**src/rtl/tcChanPkg.sv**
```systemverilog
package tcChanPkg;
  localparam int ADDR_W = 6;
  localparam int WR_W   = 8;
  localparam int RD_W   = 32;
  localparam int EVT_W  = 8;
  localparam int SEL_W  = 3;

  localparam logic [ADDR_W-1:0] OFF_CMD   = 6'h00;
  localparam logic [ADDR_W-1:0] OFF_MODE  = 6'h04;
  localparam logic [ADDR_W-1:0] OFF_COUNT = 6'h10;
  localparam logic [ADDR_W-1:0] OFF_STAT  = 6'h20;
  localparam logic [ADDR_W-1:0] OFF_MSET  = 6'h24;
  localparam logic [ADDR_W-1:0] OFF_MCLR  = 6'h28;
  localparam logic [ADDR_W-1:0] OFF_MASK  = 6'h2C;

  localparam int CMD_RUN  = 0;
  localparam int CMD_STOP = 1;
  localparam int CMD_RST  = 2;
  localparam int STAT_RUN = 16;

  typedef struct packed {
    logic runCmd;
    logic stopCmd;
    logic restart;
  } cmdStrobe_t;
endpackage

```
**src/rtl/tcCountPath.sv**
```systemverilog
module tcCountPath
  import tcChanPkg::*;
#(
  parameter int CNT_W = 16,
  parameter int PRE_W = 7
) (
  input  logic             clk,
  input  logic             rstN,
  input  cmdStrobe_t       cmd,
  input  logic [SEL_W-1:0] clkSel,
  input  logic             slowTick,
  output logic [CNT_W-1:0] count,
  output logic             running,
  output logic             wrapPulse
);
  localparam logic [PRE_W-1:0] ONES = {PRE_W{1'b1}};

  logic [PRE_W-1:0] preCnt;
  logic [PRE_W-1:0] preMask;
  logic             tick;
  logic             stepEn;

  always_comb begin
    preMask = '0;
    tick    = 1'b0;
    case (clkSel)
      3'd0: begin preMask = PRE_W'(1);   tick = ((preCnt | ~preMask) == ONES); end
      3'd1: begin preMask = PRE_W'(7);   tick = ((preCnt | ~preMask) == ONES); end
      3'd2: begin preMask = PRE_W'(31);  tick = ((preCnt | ~preMask) == ONES); end
      3'd3: begin preMask = PRE_W'(127); tick = ((preCnt | ~preMask) == ONES); end
      3'd4: tick = slowTick;
      default: tick = 1'b0;
    endcase
  end

  assign stepEn    = running && tick && !cmd.restart;
  assign wrapPulse = stepEn && (&count);

  always_ff @(posedge clk or negedge rstN) begin
    if (!rstN) begin
      preCnt  <= '0;
      count   <= '0;
      running <= 1'b0;
    end else begin
      preCnt <= cmd.restart ? '0 : preCnt + 1'b1;
      if (cmd.restart)   count <= '0;
      else if (stepEn)   count <= count + 1'b1;
      if (cmd.stopCmd)     running <= 1'b0;
      else if (cmd.runCmd) running <= 1'b1;
    end
  end

  p_stop_wins_r2: assert property (@(posedge clk) disable iff (!rstN)
    cmd.stopCmd |=> !running);
  p_run_r2: assert property (@(posedge clk) disable iff (!rstN)
    (cmd.runCmd && !cmd.stopCmd) |=> running);
  p_restart_zero_r3: assert property (@(posedge clk) disable iff (!rstN)
    cmd.restart |=> (count == '0));
  p_hold_stopped_r5: assert property (@(posedge clk) disable iff (!rstN)
    (!running && !cmd.restart) |=> $stable(count));
  p_wrap_r6: assert property (@(posedge clk) disable iff (!rstN)
    wrapPulse |=> (count == '0));
endmodule

```
**src/rtl/tcRegCtrl.sv**
```systemverilog
module tcRegCtrl
  import tcChanPkg::*;
#(
  parameter int CNT_W = 16
) (
  input  logic              clk,
  input  logic              rstN,
  input  logic              regWrEn,
  input  logic              regRdEn,
  input  logic [ADDR_W-1:0] regAddr,
  input  logic [WR_W-1:0]   regWrData,
  input  logic [CNT_W-1:0]  count,
  input  logic              running,
  input  logic              wrapPulse,
  input  logic [EVT_W-1:1]  srcEvent,
  output cmdStrobe_t        cmd,
  output logic [SEL_W-1:0]  clkSel,
  output logic [RD_W-1:0]   regRdData,
  output logic              irq
);
  logic             cmdWr, modeWr, setWr, clrWr, statRd;
  logic [EVT_W-1:0] maskReg;
  logic [EVT_W-1:0] pending;
  logic [EVT_W-1:0] newEvt;

  assign cmdWr  = regWrEn && (regAddr == OFF_CMD);
  assign modeWr = regWrEn && (regAddr == OFF_MODE);
  assign setWr  = regWrEn && (regAddr == OFF_MSET);
  assign clrWr  = regWrEn && (regAddr == OFF_MCLR);
  assign statRd = regRdEn && (regAddr == OFF_STAT);

  assign cmd.runCmd  = cmdWr && regWrData[CMD_RUN];
  assign cmd.stopCmd = cmdWr && regWrData[CMD_STOP];
  assign cmd.restart = cmdWr && regWrData[CMD_RST];

  assign newEvt = {srcEvent, wrapPulse};
  assign irq    = |(pending & maskReg);

  always_ff @(posedge clk or negedge rstN) begin
    if (!rstN) begin
      clkSel  <= '0;
      maskReg <= '0;
      pending <= '0;
    end else begin
      if (modeWr) clkSel <= regWrData[SEL_W-1:0];
      if (setWr)       maskReg <= maskReg | regWrData[EVT_W-1:0];
      else if (clrWr)  maskReg <= maskReg & ~regWrData[EVT_W-1:0];
      pending <= (statRd ? '0 : pending) | newEvt;
    end
  end

  always_comb begin
    regRdData = '0;
    if (regRdEn) begin
      case (regAddr)
        OFF_MODE:  regRdData[SEL_W-1:0] = clkSel;
        OFF_COUNT: regRdData[CNT_W-1:0] = count;
        OFF_STAT:  begin
          regRdData[EVT_W-1:0] = pending;
          regRdData[STAT_RUN]  = running;
        end
        OFF_MASK:  regRdData[EVT_W-1:0] = maskReg;
        default:   regRdData = '0;
      endcase
    end
  end

  p_read_clear_r7: assert property (@(posedge clk) disable iff (!rstN)
    (statRd && newEvt == '0) |=> (pending == '0));
  p_keep_event_r8: assert property (@(posedge clk) disable iff (!rstN)
    (newEvt != '0) |=> ((pending & $past(newEvt)) == $past(newEvt)));
  p_mask_set_r9: assert property (@(posedge clk) disable iff (!rstN)
    setWr |=> ((maskReg & $past(regWrData)) == $past(regWrData)));
  p_mask_clr_r9: assert property (@(posedge clk) disable iff (!rstN)
    clrWr |=> ((maskReg & $past(regWrData)) == '0));
  p_irq_needs_mask_r10: assert property (@(posedge clk) disable iff (!rstN)
    (maskReg == '0) |-> !irq);
endmodule

```
**src/rtl/tcChanCore.sv**
```systemverilog
module tcChanCore
  import tcChanPkg::*;
#(
  parameter int CNT_W = 16,
  parameter int PRE_W = 7
) (
  input  logic              clk,
  input  logic              rstN,
  input  logic              regWrEn,
  input  logic              regRdEn,
  input  logic [ADDR_W-1:0] regAddr,
  input  logic [WR_W-1:0]   regWrData,
  output logic [RD_W-1:0]   regRdData,
  input  logic              slowTick,
  input  logic [EVT_W-1:1]  srcEvent,
  output logic              irq
);
  cmdStrobe_t       cmd;
  logic [SEL_W-1:0] clkSel;
  logic [CNT_W-1:0] count;
  logic             running;
  logic             wrapPulse;

  tcRegCtrl #(.CNT_W(CNT_W)) u_ctrl (
    .clk(clk), .rstN(rstN), .regWrEn(regWrEn), .regRdEn(regRdEn),
    .regAddr(regAddr), .regWrData(regWrData), .count(count),
    .running(running), .wrapPulse(wrapPulse), .srcEvent(srcEvent),
    .cmd(cmd), .clkSel(clkSel), .regRdData(regRdData), .irq(irq)
  );

  tcCountPath #(.CNT_W(CNT_W), .PRE_W(PRE_W)) u_path (
    .clk(clk), .rstN(rstN), .cmd(cmd), .clkSel(clkSel),
    .slowTick(slowTick), .count(count), .running(running),
    .wrapPulse(wrapPulse)
  );
endmodule

```
**config.mk**
```make
export PLATFORM = sky130hd
export DESIGN_NAME = tcChanCore
export DESIGN_NICKNAME = d
export VERILOG_FILES = /design/src/rtl/tcChanPkg.sv /design/src/rtl/tcCountPath.sv /design/src/rtl/tcRegCtrl.sv /design/src/rtl/tcChanCore.sv
export SDC_FILE = /design/constraint.sdc
export NUM_CORES = 1
export LEC_CHECK = 0
export BUFFER_PORTS_ARGS = -buffer_cell sky130_fd_sc_hd__buf_2
export CORE_ASPECT_RATIO = 1.1
export CORE_MARGIN = 4
export CORE_UTILIZATION = 32
export CTS_CLUSTER_DIAMETER = 120
export DETAILED_ROUTE_END_ITERATION = 6
export MAX_ROUTING_LAYER = met4
export PLACE_DENSITY_LB_ADDON = 0.3
export REMOVE_ABC_BUFFERS = 1
export SLEW_MARGIN = 20
export SYNTH_ARGS = -nofsm -noshare
export SYNTH_HDL_FRONTEND = slang
export SYNTH_SLANG_ARGS = --single-unit
```
**constraint.sdc**
```tcl
create_clock -name clk -period 4.25 [get_ports clk]
set_clock_uncertainty 0.15 [all_clocks]
set_input_delay 0.6375 -clock clk [delete_from_list [all_inputs] [get_ports clk]]
set_output_delay 0.6375 -clock clk [all_outputs]
set_load 0.01 [all_outputs]
```
Yosys cells after proc, flatten, opt, wreduce, memory -nomap -nowiden
Index checks and enable logic that the tools add are counted.

Word-level logic and storage cells: 59. Input port bits: 26. Bits in registers: 43.

Reductions and logical operators: 19. Bitwise logic cells: 5. $add $sub $neg: 2. Equality and inequality tests: 13. Multiplexer cells: 14.

Operator list (number): $mux 16 (2); $mux 8 (4); $eq 6x6->1 const B (4); $mux 17 (1); $add 16x1->16 const B (1); $and 8x8->8 (2); $or 8x8->8 (2); $reduce_and 16->1 (1); $pmux 5 s3 (1); $pmux 3 s4 (1); $logic_and 1x1->1 (11); $not 8->8 (1); $reduce_or 8->1 (1); $add 7x1->7 const B (1); $eq 7x7->1 const B (1); $mux 7 (1); $eq 3x2->1 const B (2); $eq 3x3->1 const B (2); $eq 6x3->1 const B (1); $eq 6x5->1 const B (1); $logic_not 6->1 (1); $reduce_bool 2->1 (3); $eq 5x5->1 const B (1); $pmux 1 s5 (1); 4 further kinds (6).

Longest topological paths before layout
Depth after elaboration: 7. Gate-level depth with buffers: 9. Depth with buffers taken out: 8.

Cells and area by module
Synthesis repeated with hierarchy kept, for this count alone.

Cells, all modules: 277. Area total of the unflattened synthesis: 2690.1 µm².

Modules (own cells, without submodules): tcRegCtrl (instances 1, area each 1408.9 µm², cells each 148); tcCountPath (instances 1, area each 1281.2 µm², cells each 129).

Worst setup path after synthesis
Ideal clock, no wire load.

Path type: input to output. Start: input regAddr[3]. End: output regRdData[1]. Stages on the path: 7. Arrival time: 1.897 ns. Buffers on the path: 3. Data required time: 3.462 ns. Setup slack: 1.565 ns. Cell sequence: buf_2 nor4b_1 and2_0 buf_2 buf_2 a222oi_1 a21oi_1.

Longest elaborated chain between the ends: 3.

RTL lines: from (decl) (RTL line tcChanCore.sv:11) `input logic [ADDR_W-1:0] regAddr,`; $eq 6x6->1, or another cell as far along (RTL line tcRegCtrl.sv:55) `case (regAddr)`; $pmux 3 s4 * (RTL line tcRegCtrl.sv:55); $mux 17 * (RTL line tcRegCtrl.sv:54) `if (regRdEn) begin`; to (decl) (RTL line tcChanCore.sv:13) `output logic [RD_W-1:0] regRdData,`.

Every way passes the cells marked *; elsewhere a longest branch is shown, timed or not.

Final worst setup path
Start: input regAddr[2]. End: output regRdData[4].

Longest elaborated chain between the ends: 3.

RTL lines (RTL line): $eq 6x6->1 / $eq 6x5->1 (equally long branches) (tcRegCtrl.sv:55); $pmux 5 s3 * (tcRegCtrl.sv:55); $mux 17 * (tcRegCtrl.sv:54).

Marks and branches as above.

==> impl_results.md <==
- Outcome: complete, no violations
- WS Path Type: in2out
- Synth Flop Type: dfrtp_1
- Area leader, netlist: dfrtp_1
- DR vias: 2080
- Clk sinks: 43
- IO Pins: a little under 60
- Root buf cell: clkbuf_8
- Max Cap Viol: 0
- Initial antenna violation count: 0
- CTS hold repair buffers: 0
- Critical path's largest stage delay: 700 ps
- Crit path DAT: 2500 ps
- First-pass GRT wire length: ~10 mm
- Power Density: 352 nW/um2
- Slew @ Worst Pin: roughly 840 ps
- DP Cell Count: 406
- Slowest-stage cell, CP: and2_0
- Die Footprint: 9330 um2
- Die Width: 92.5 um
- DRT antenna net count: 0
- WL final: about 6.1 mm
- Cell family with most CP delay: simple AND/OR/NAND/NOR gates
- Hold Crit Class: in2async
- Syn Area/Cell: 9.37 um2
- Bufs on Longest Clock Path: 2
- RSZ-0062 raised after global routing: false
- Initial Util: 33.3%
- Share of async-settable or async-resettable flops after synthesis: 100%
- Yosys cell types: 50
- Sequential element share of the synthesized area: around 43%
- Drt pass-1 iters: 4
- Tot GR Track Use: 14.0%
- # setup viols final: 0
- Yosys warning total: 0
- Final Hold Viols: 0
- Yosys top cell area share: 42.8%
- Total grt overflow: 0
- Post-synth EDFFs: 0
- Post-CTS Setup Inserts: 0
- PortBufs: 43
- CP Launch Type: primary input
- H-tree depth: 2
- Final Non-Filler Cells: 414
- Max VDD drop: around 120 uV
- Core area: 7560 um2
- Final slew viol count: 0
- Max transition margin: between 40% and 50%
- Final period utilization: approximately 77%
- Drt initial violations: 153
- CTS clk-pin slew, worst paths: roughly 80 ps
- Clock tree from TritonCTS: yes
- Nets: 338
- Num CTS Buffers: 5
- Post-Synthesis Cell Area: 2510 um2
- Most frequent cell on the critical path: buf_2
- Max Clock Freq: 305 MHz
- Die height: 101 um
- Number of global-route vias before repair: 2063
- WL/cell: about 15 um
- Diodes inserted: 0
- Post-route minimum period: 3280 ps
- Critical path peak fanout: 16
- Post-DP HPWL: 4.46 mm
- Crit. End Element: output port
- Top cells by area, synth: dfrtp_1 (43%), buf_4 (4.5%), nand2_1 (4.5%)
- RePlAce Congestion: a little over 0.8
- Worst endpoint required time: 3460 ps
- Area Growth Syn to Fin: 13.0%
- Largest net degree at the start of global routing: 44
- TNS Setup: 0 ps
- Drt drc: 0
- Crit-path cells: buf_2 -> nor4b_1 -> and2_0 -> a22oi_1 -> a21oi_1 -> buf_2
- Vias per cell: 5.02
- Share of layout cells above drive strength 1: 22.0%
- Buf/Inv on CP: 2
- Clk_lat worst skew: 300 ps
- Row count: 33
- Leak: between 1 and 1.5 nW
- Resized cells post-CTS: 0
- Cells after synthesis: 268
- Flops & latches, synth: 43
[cell usage in the layout (no fill, tap or decap), drive strengths merged, types with 4 or more instances in the layout]
cell and n:
a22oi 9, nand2 30, a22o 8, o21ai 10, dfrtp 43, and2 4, a21oi 23, a21o 8
buf 44, or4 4, nand3 8, and3 11, nor2 17, or3 10, conb 15, nand4 7
clkbuf 6, inv 8, ha 4
[where the power goes]
group	leakage, nW	total (mW)	internal, mW	switching (mW)
sequential	0.534	0.551	0.475	0.0754
combinational	0.653	0.191	0.0901	0.101
clock	0.0412	0.258	0.115	0.143
total	1.23	1.00	0.680	0.320
[routing by layer]
layer	share of wire [%]	vias up	wire length [um]	track usage (%)
met1	45	983	2760	18.2
li1	-	1031	-	-
met2	48	62	2900	22.4
met4	0.97	0	59	4.11
met3	5.6	4	340	2.54
met5	0	-	0	-
[Yosys cell counts (2+ instances only)]
library cell,number
a21o_1,8
a21oi_1,22
a222oi_1,3
a22o_1,8
a22oi_1,9
and2_1,3
and3_1,11
buf_2,8
buf_4,15
dfrtp_1,43
ha_1,4
inv_1,7
mux2_2,3
nand2_1,30
nand3_1,8
nand3b_1,2
nand4_1,6
nand4b_1,2
nor2_1,17
nor3_2,2
nor4b_1,2
o211ai_1,2
o21ai_0,10
o31ai_1,3
or3_1,7
or3_2,3
or4_1,3
xnor2_1,3
xor2_1,3
[cell families (layout without fill, tap and decap cells)]
logic type	after synthesis	in the layout	share of synthesized area, %
fa+ha+maj	4	4	1.99
mux	4	4	1.74
simple gates	108	108	24.1
compound gates	69	69	19.3
flops	43	43	42.8
buf+inv	33	60	7.87
xor+xnor	6	6	2.09
other cells	1	15	0.149
[area by class of cell]
cell class / count / area (um2)
clock buffer: 6 / 72.6
clock inverter: 2 / 12.5
fill: 809 / 4720
inverter: 8 / 30.0
multi-input combinational: 206 / 1290
sequential: 43 / 1080
tap: 105 / 131
timing repair buffer: 44 / 225
[final timing paths]
| kind | end | slack (ps) | depth (start not counted) | start |
|---|---|---|---|---|
| min in group clk | u_path.preCnt[0] | 350 | 1 | u_path.preCnt[0] |
| max in group asynchronous | u_ctrl.pending[7] | 3390 | 1 | rstN |
| worst max register to register | u_path.count[13] | 1690 | 8 | u_path.preCnt[0] |
| worst max-delay path | regRdData[4] | 970 | 6 | regAddr[2] |
| worst min register to register | u_path.preCnt[0] | 350 | 1 | u_path.preCnt[0] |
| worst min-delay path | u_ctrl.clkSel[1] | 180 | 1 | rstN |
[per-stage QoR]
step | area (um2) | util [%] | hold WS, ps | setup WS (ps) | power (mW)
CTS | 2840 | 37.5 | 355 | 956 | 1.01
detailed placement | 2750 | 36.4 | 346 | 980 | 0.749
global placement | 2750 | 36.4 | 336 | 1020 | 0.742
global route | 2840 | 37.6 | 214 | 798 | 1.07
floorplan | 2400 | - | 192 | 1630 | 0.675
finish | 2840 | 37.6 | 182 | 966 | 1.00
[worst register-to-register path: cells and delay by family (launching register included)]
family	cells	cell delay, ps
AND/OR/NAND/NOR	5	1440
flip-flops	1	400
AO/OA/AOI/OAI	1	160
adder cells (fa/ha/maj)	2	340
(Power assumes the default switching activity.)
